--- config.mk ---
export PLATFORM = sky130hd
export DESIGN_NAME = ro_entropy_packer
export DESIGN_NICKNAME = d
export VERILOG_FILES = /design/src/rtl/ro_entropy_pkg.sv /design/src/rtl/ro_group_select.sv /design/src/rtl/ro_lane_packer.sv /design/src/rtl/ro_word_fifo.sv /design/src/rtl/ro_entropy_packer.sv
export SDC_FILE = /design/constraint.sdc
export NUM_CORES = 2
export LEC_CHECK = 0
export ABC_AREA = 1
export ABC_CLOCK_PERIOD_IN_PS = 5790
export BUFFER_PORTS_ARGS = -buffer_cell sky130_fd_sc_hd__buf_4
export CELL_PAD_IN_SITES_DETAIL_PLACEMENT = 0
export CELL_PAD_IN_SITES_GLOBAL_PLACEMENT = 1
export CORE_MARGIN = 2
export CORE_UTILIZATION = 52
export CTS_CLUSTER_SIZE = 8
export DETAILED_ROUTE_END_ITERATION = 12
export PLACE_DENSITY = 0.81
export SLEW_MARGIN = 10
export SYNTH_ARGS = -nofsm -noshare
export SYNTH_HDL_FRONTEND = slang
export SYNTH_SLANG_ARGS = --single-unit
--- constraint.sdc ---
create_clock -name clk -period 5.79 [get_ports clk]
set_input_delay 0.2895 -clock clk [delete_from_list [all_inputs] [get_ports clk]]
set_output_delay 0.2895 -clock clk [all_outputs]
set_load 0.05 [all_outputs]
--- src/rtl/ro_entropy_pkg.sv ---
package ro_entropy_pkg;

  // Occupancy after one edge with the given push and pop events.
  function automatic int unsigned step_count(int unsigned cnt, logic push, logic pop);
    int unsigned r;
    r = cnt;
    if (push) r = r + 1;
    if (pop)  r = r - 1;
    return r;
  endfunction

  // Circular slot advance for a store of the given depth.
  function automatic int unsigned next_slot(int unsigned p, int unsigned depth);
    return (p == depth - 1) ? 0 : p + 1;
  endfunction

  // Index of the lowest line of a group.
  function automatic int unsigned group_base(int unsigned grp, int unsigned lanes);
    return grp * lanes;
  endfunction

endpackage

--- src/rtl/ro_group_select.sv ---
module ro_group_select #(
  parameter int unsigned NUM_SRC = 128,
  parameter int unsigned LANES   = 8,
  localparam int unsigned NGRP   = NUM_SRC / LANES,
  localparam int unsigned GW     = $clog2(NGRP),
  localparam int unsigned IW     = $clog2(NUM_SRC)
) (
  input  logic [NUM_SRC-1:0] osc_bits,
  input  logic [GW-1:0]      grp,
  output logic [LANES-1:0]   lane_bits
);
  logic [IW-1:0] base;
  assign base = IW'(ro_entropy_pkg::group_base(32'(grp), LANES));

  for (genvar k = 0; k < LANES; k++) begin : g_lane
    assign lane_bits[k] = osc_bits[base + IW'(k)];
  end
endmodule

--- src/rtl/ro_lane_packer.sv ---
module ro_lane_packer #(
  parameter int unsigned LANES   = 8,
  parameter int unsigned SAMPLES = 8,
  localparam int unsigned CW     = $clog2(SAMPLES),
  localparam int unsigned WORD_W = LANES * SAMPLES
) (
  input  logic              clk,
  input  logic              rst_n,
  input  logic              run,
  input  logic              advance,
  input  logic              restart,
  input  logic [LANES-1:0]  samp,
  output logic              push,
  output logic [WORD_W-1:0] word
);
  logic [CW-1:0] cnt;
  logic          last;

  assign last = (cnt == CW'(SAMPLES - 1));
  assign push = advance & ~restart & last;

  always_ff @(posedge clk or negedge rst_n) begin
    if (!rst_n)          cnt <= '0;
    else if (!run)       cnt <= '0;
    else if (advance)    cnt <= restart ? CW'(1) : (last ? '0 : cnt + CW'(1));
    else if (restart)    cnt <= '0;
  end

  // One shift register per line; newest sample enters at the top.
  for (genvar k = 0; k < LANES; k++) begin : g_lane
    logic [SAMPLES-2:0] acc;
    logic [SAMPLES-1:0] nxt;
    assign nxt = {samp[k], acc};
    assign word[k*SAMPLES +: SAMPLES] = nxt;
    always_ff @(posedge clk or negedge rst_n) begin
      if (!rst_n)       acc <= '0;
      else if (advance) acc <= nxt[SAMPLES-1:1];
    end
  end
endmodule

--- src/rtl/ro_word_fifo.sv ---
module ro_word_fifo #(
  parameter int unsigned W     = 64,
  parameter int unsigned DEPTH = 64,
  localparam int unsigned AW   = $clog2(DEPTH),
  localparam int unsigned CNT_W = $clog2(DEPTH + 1)
) (
  input  logic             clk,
  input  logic             rst_n,
  input  logic             clr,
  input  logic             push,
  input  logic [W-1:0]     wdata,
  input  logic             rd_req,
  output logic             pop,
  output logic [W-1:0]     rd_data,
  output logic             rd_valid,
  output logic             rd_underflow,
  output logic [CNT_W-1:0] count,
  output logic             full
);
  logic [W-1:0]  mem [DEPTH];
  logic [AW-1:0] wptr, rptr;
  logic          push_ok, empty;

  assign full    = (count == CNT_W'(DEPTH));
  assign empty   = (count == '0);
  assign pop     = rd_req & ~clr & ~empty;
  assign push_ok = push & ~clr & (~full | pop);

  always_ff @(posedge clk) begin
    if (push_ok) mem[wptr] <= wdata;
  end

  always_ff @(posedge clk or negedge rst_n) begin
    if (!rst_n) begin
      wptr <= '0; rptr <= '0; count <= '0;
      rd_data <= '0; rd_valid <= 1'b0; rd_underflow <= 1'b0;
    end else if (clr) begin
      wptr <= '0; rptr <= '0; count <= '0;
      rd_data <= '0; rd_valid <= 1'b0; rd_underflow <= 1'b0;
    end else begin
      if (push_ok) wptr <= AW'(ro_entropy_pkg::next_slot(32'(wptr), DEPTH));
      if (pop)     rptr <= AW'(ro_entropy_pkg::next_slot(32'(rptr), DEPTH));
      count <= CNT_W'(ro_entropy_pkg::step_count(32'(count), push_ok, pop));
      rd_valid     <= rd_req;
      rd_underflow <= rd_req & empty;
      if (rd_req) rd_data <= empty ? '0 : mem[rptr];
    end
  end
endmodule

--- src/rtl/ro_entropy_packer.sv ---
module ro_entropy_packer #(
  parameter int unsigned NUM_SRC = 128,
  parameter int unsigned LANES   = 8,
  parameter int unsigned SAMPLES = 8,
  parameter int unsigned DEPTH   = 64,
  localparam int unsigned NGRP   = NUM_SRC / LANES,
  localparam int unsigned GW     = $clog2(NGRP),
  localparam int unsigned WORD_W = LANES * SAMPLES,
  localparam int unsigned CNT_W  = $clog2(DEPTH + 1)
) (
  input  logic              clk,
  input  logic              rst_n,
  input  logic [NUM_SRC-1:0] osc_bits,
  input  logic              ctl_enable,
  input  logic              ctl_raw,
  input  logic [GW-1:0]     ctl_group,
  input  logic              ctl_clear,
  input  logic              rd_req,
  output logic [WORD_W-1:0] rd_data,
  output logic              rd_valid,
  output logic              rd_underflow,
  output logic [CNT_W-1:0]  fill_count,
  output logic              fifo_full
);
  // Named internal events, observed by the bound checker.
  logic              run_en, advance, grp_change, primed;
  logic              push_evt, pop_evt;
  logic [GW-1:0]     grp_q;
  logic [LANES-1:0]  lane_raw, lane_bits;
  logic [WORD_W-1:0] packed_word;

  assign run_en     = ctl_enable & ctl_raw & ~ctl_clear;
  assign advance    = run_en & ~fifo_full;
  assign grp_change = (ctl_group != grp_q);
  // First sample after start carries no entropy: forced low.
  assign lane_bits  = lane_raw & {LANES{primed}};

  always_ff @(posedge clk or negedge rst_n) begin
    if (!rst_n) begin
      grp_q  <= '0;
      primed <= 1'b0;
    end else begin
      grp_q <= ctl_group;
      if (!run_en)      primed <= 1'b0;
      else if (advance) primed <= 1'b1;
    end
  end

  ro_group_select #(.NUM_SRC(NUM_SRC), .LANES(LANES)) u_sel (
    .osc_bits (osc_bits),
    .grp      (ctl_group),
    .lane_bits(lane_raw)
  );

  ro_lane_packer #(.LANES(LANES), .SAMPLES(SAMPLES)) u_pack (
    .clk    (clk),
    .rst_n  (rst_n),
    .run    (run_en),
    .advance(advance),
    .restart(grp_change),
    .samp   (lane_bits),
    .push   (push_evt),
    .word   (packed_word)
  );

  ro_word_fifo #(.W(WORD_W), .DEPTH(DEPTH)) u_fifo (
    .clk         (clk),
    .rst_n       (rst_n),
    .clr         (ctl_clear),
    .push        (push_evt),
    .wdata       (packed_word),
    .rd_req      (rd_req),
    .pop         (pop_evt),
    .rd_data     (rd_data),
    .rd_valid    (rd_valid),
    .rd_underflow(rd_underflow),
    .count       (fill_count),
    .full        (fifo_full)
  );
endmodule

==> summary.txt <==
Outcome
  • Status: finished, final reports clean

Finish
  • Highest-count cells in the layout ignoring fill and taps: edfxtp_1 (4096), nor2_1 (2966), o21ai_0 (2033)
  • Multi-input logic area: around 0.038 mm²
  • Filler cells: between 20000 and 25000
  • Final nets: ~13000
  • Register area: between 0.1 and 0.15 mm²
  • Final Util: between 50 and 60%
  • Share of post-route cells with drive strength above 1: under 10%
  • Most common cell after layout, fill and taps aside: edfxtp_1
  • Area grow syn2layout: 14.2%
  • Design Area, Final: just under 0.2 mm²

Synthesis
  • Yosys warnings: 0
  • Mapped Nets: around 13000
  • Synthesized cell area: 0.169 mm²
  • Synth cell types: 36
  • Sequential fraction of the synthesis area: 75.2%
  • Syn Area/Cell: 12.9 µm²
  • Syn Inst Count: roughly 13000
  • Post-synthesis register bit count: 4245

Global route
  • First-pass GRT wire length: roughly 730 mm
  • Initial antenna violation count: 27
  • Total Routing Usage GR: 30.0%
  • Largest net degree at the start of global routing: ~330
  • Vias in the first global route: between 100k and 150k
  • Global route overflow: 0

Worst setup path
  • Critical setup path kind: flop to flop
  • CP Buf/Inv Count: 2
  • CP Cell Sequence: clkinv_16, buf_12, o21ai_0, o21ai_1, o211ai_1, nand2_1, nand2_1, nand3_1, nand3_1, nand2_1
  • Crit path max-delay cell type: dfrtp_4
  • Crit-path most repeated cell: nand2_1
  • Arr. time, crit path: roughly 5200 ps
  • WP depth: 10
  • Worst EP required: between 6000 and 7000 ps
  • Worst reg-to-reg path cell count: 10
  • Crit end category: flop
  • CP max stage delay: 820 ps
  • CP startpoint kind: flop
  • Crit path max-delay family: buffers and inverters
  • Crit path max fanout: about 330

Route
  • DRT Pass-1 Iters: 6
  • Detailed-route DRC error count: 0
  • Antenna Violating Nets Remaining: 0
  • Vias per inst: 6.30
  • DRT iter0 DRCs: between 15000 and 20000
  • Wirelength per Cell: approximately 28 µm
  • Via count: 112706
  • DRT Wirelength: 506 mm

Floorplan
  • Die Ht: 573 µm
  • Die area: roughly 0.33 mm²
  • Initial Utilization: a little over half
  • Row count: ~210
  • Core area: about 0.32 mm²
  • Die Wd: about 570 µm
  • Io pins: about 210

Timing
  • PnR worst setup slack: between 1000 and 1500 ps
  • Final setup viols: 0
  • F_max: around 0.23 GHz
  • Final slew viol count: 0
  • Tcrit/Tclk final: 74.7%
  • Crit path time final: between 4000 and 5000 ps
  • Clock Skew: ~61 ps
  • Setup TNS: 0 ps
  • Least-Margin Pin Slew: 1220 ps
  • RSZ-0062 raised after global routing: false
  • Hold Vio Cnt, Final: 0
  • Slew headroom: between 10% and 20%

Power
  • Leakage Power: 64.2 nW
  • Pwr/cell area: approximately 430 mW/mm²
  • VDD IR-drop max: around 300 µV

CTS
  • H-tree levels: 6
  • TritonCTS clock tree: built
  • Root buffer cell: clkbuf_16
  • CTS clk-pin slew, worst paths: 50 ps
  • Worst-case clock buffer depth: 4
  • Number of buffers added for setup after CTS: 0
  • Sink Count: 4245
  • Inserted Clock Buffers: between 600 and 700
  • Clock Latency Late Sink: 1040 ps

Worst hold path
  • WHS Path Cells: 3
  • Hold WC Path Type: input port to flop

Placed design
  • Setup WS pre-CTS: between 1500 and 2000 ps
  • Hpwl dp: ~270 mm
  • PortBufs: 211
  • Dpl cell area: approximately 0.18 mm²
  • Placer Congestion: about 0.88

Flow run
  • # Max-Cap Violations: 0
[sequential cells by signal, indices dropped and copies added, names as in the netlist]
signal	cells
u_fifo.rptr	6
u_fifo.rd_underflow	1
u_pack.g_lane.acc	56
primed	1
u_fifo.rd_valid	1
u_fifo.wptr	6
grp_q	4
u_pack.cnt	3
u_fifo.rd_data	64
u_fifo.count	7
u_fifo.mem	4096
[power by group]
group	leakage (nW)	switching, mW	internal (mW)
Sequential	39.6	0.599	36.5
Combinational	16.5	11.0	3.15
Clock	8.13	12.6	19.2
Total	64.2	24.2	58.9
[worst paths after layout]
kind / startpoint / endpoint / slack, ps
max reg2reg: u_fifo.rptr[0] / u_fifo.rd_data[22] / 1460
min: ctl_clear / u_fifo.count[1] / 80
max: u_fifo.rptr[0] / u_fifo.rd_data[22] / 1460
min reg2reg: u_fifo.rd_data[40] / u_fifo.rd_data[40] / 480
min in group asynchronous: rst_n / primed / 360
max in group asynchronous: rst_n / u_fifo.rd_data[17] / 4490
[layout make-up]
class	instances	share of cell area, %
flip-flops and latches	4245	65.8
well taps	4325	2.81
clock inverters	46	0.354
multi-input cells	7835	19.8
clock buffers	823	8.40
repair buffers	541	2.62
diodes	8	0.0104
inverters	68	0.168
[per-stage QoR]
| stage | std cells | hold WS [ps] | power, mW |
|---|---|---|---|
| 2_1_floorplan | 13097 | -6.09 | 45.6 |
| 3_3_place_gp | 17001 | 226 | 51.1 |
| 3_5_place_dp | 17001 | 229 | 51.5 |
| 4_1_cts | 17883 | 12.9 | 83.0 |
| 5_1_grt | 17886 | 76.7 | 85.6 |
| 6_report | 17891 | 83.4 | 83.1 |
[worst reg2reg max path, cell delays in order (launching register included)]
cell	delay (ps)
dfrtp_4	820
clkinv_16	670
buf_12	870
o21ai_0	500
o21ai_1	90
o211ai_1	400
nand2_1	350
nand2_1	230
nand3_1	90
nand3_1	120
nand2_1	60
[routing by layer]
layer	share of wire, %	track usage [%]	vias to the layer above
li1	-	-	48647
met1	39	42.4	55848
met5	0.015	0	-
met4	3.9	11.4	12
met3	13	7.55	925
met2	45	45.1	7274
[synth_stat cells]
cell / instances / area [µm²]
edfxtp_1: 4096 / 123000
nor2_1: 3031 / 11400
o21ai_0: 2033 / 10200
o211ai_1: 1034 / 7760
nand2_1: 776 / 2910
clkbuf_1: 650 / 2440
o21ai_1: 329 / 1650
nand3_1: 282 / 1410
buf_2: 213 / 1070
o22ai_1: 205 / 1280
dfrtp_1: 149 / 3730
a21oi_1: 82 / 410
inv_1: 61 / 229
buf_4: 41 / 308
buf_1: 32 / 120
o221ai_1: 22 / 193
buf_6: 11 / 124
nand3_2: 7 / 70.1
nor3_1: 7 / 35.0
ha_1: 6 / 75.1
xor2_1: 5 / 43.8
inv_2: 4 / 15.0
a32o_1: 3 / 30.0
a31oi_1: 2 / 12.5
clkinv_1: 2 / 7.51
nor2_2: 2 / 12.5
nor2_4: 2 / 22.5
o32ai_1: 2 / 17.5
and2_1: 1 / 6.26
buf_12: 1 / 20.0
buf_8: 1 / 15.0
inv_6: 1 / 8.76
nand4_1: 1 / 6.26
o21bai_1: 1 / 7.51
o31ai_1: 1 / 7.51
xnor2_1: 1 / 8.76
[cells by family after synthesis]
logic type,Yosys count,share of synthesized area [%]
flops,4245,75.2
fa+ha+maj,6,0.0445
xor+xnor,6,0.0312
compound gates,3714,12.8
simple gates,4109,9.40
buf+inv,1017,2.58
[repair_timing]
item	CTS	global route
endpoints found under the hold margin	182	0
gates resized for setup	0	0
hold buffers	13	0
Note: power is estimated with default switching activity, not from simulation.
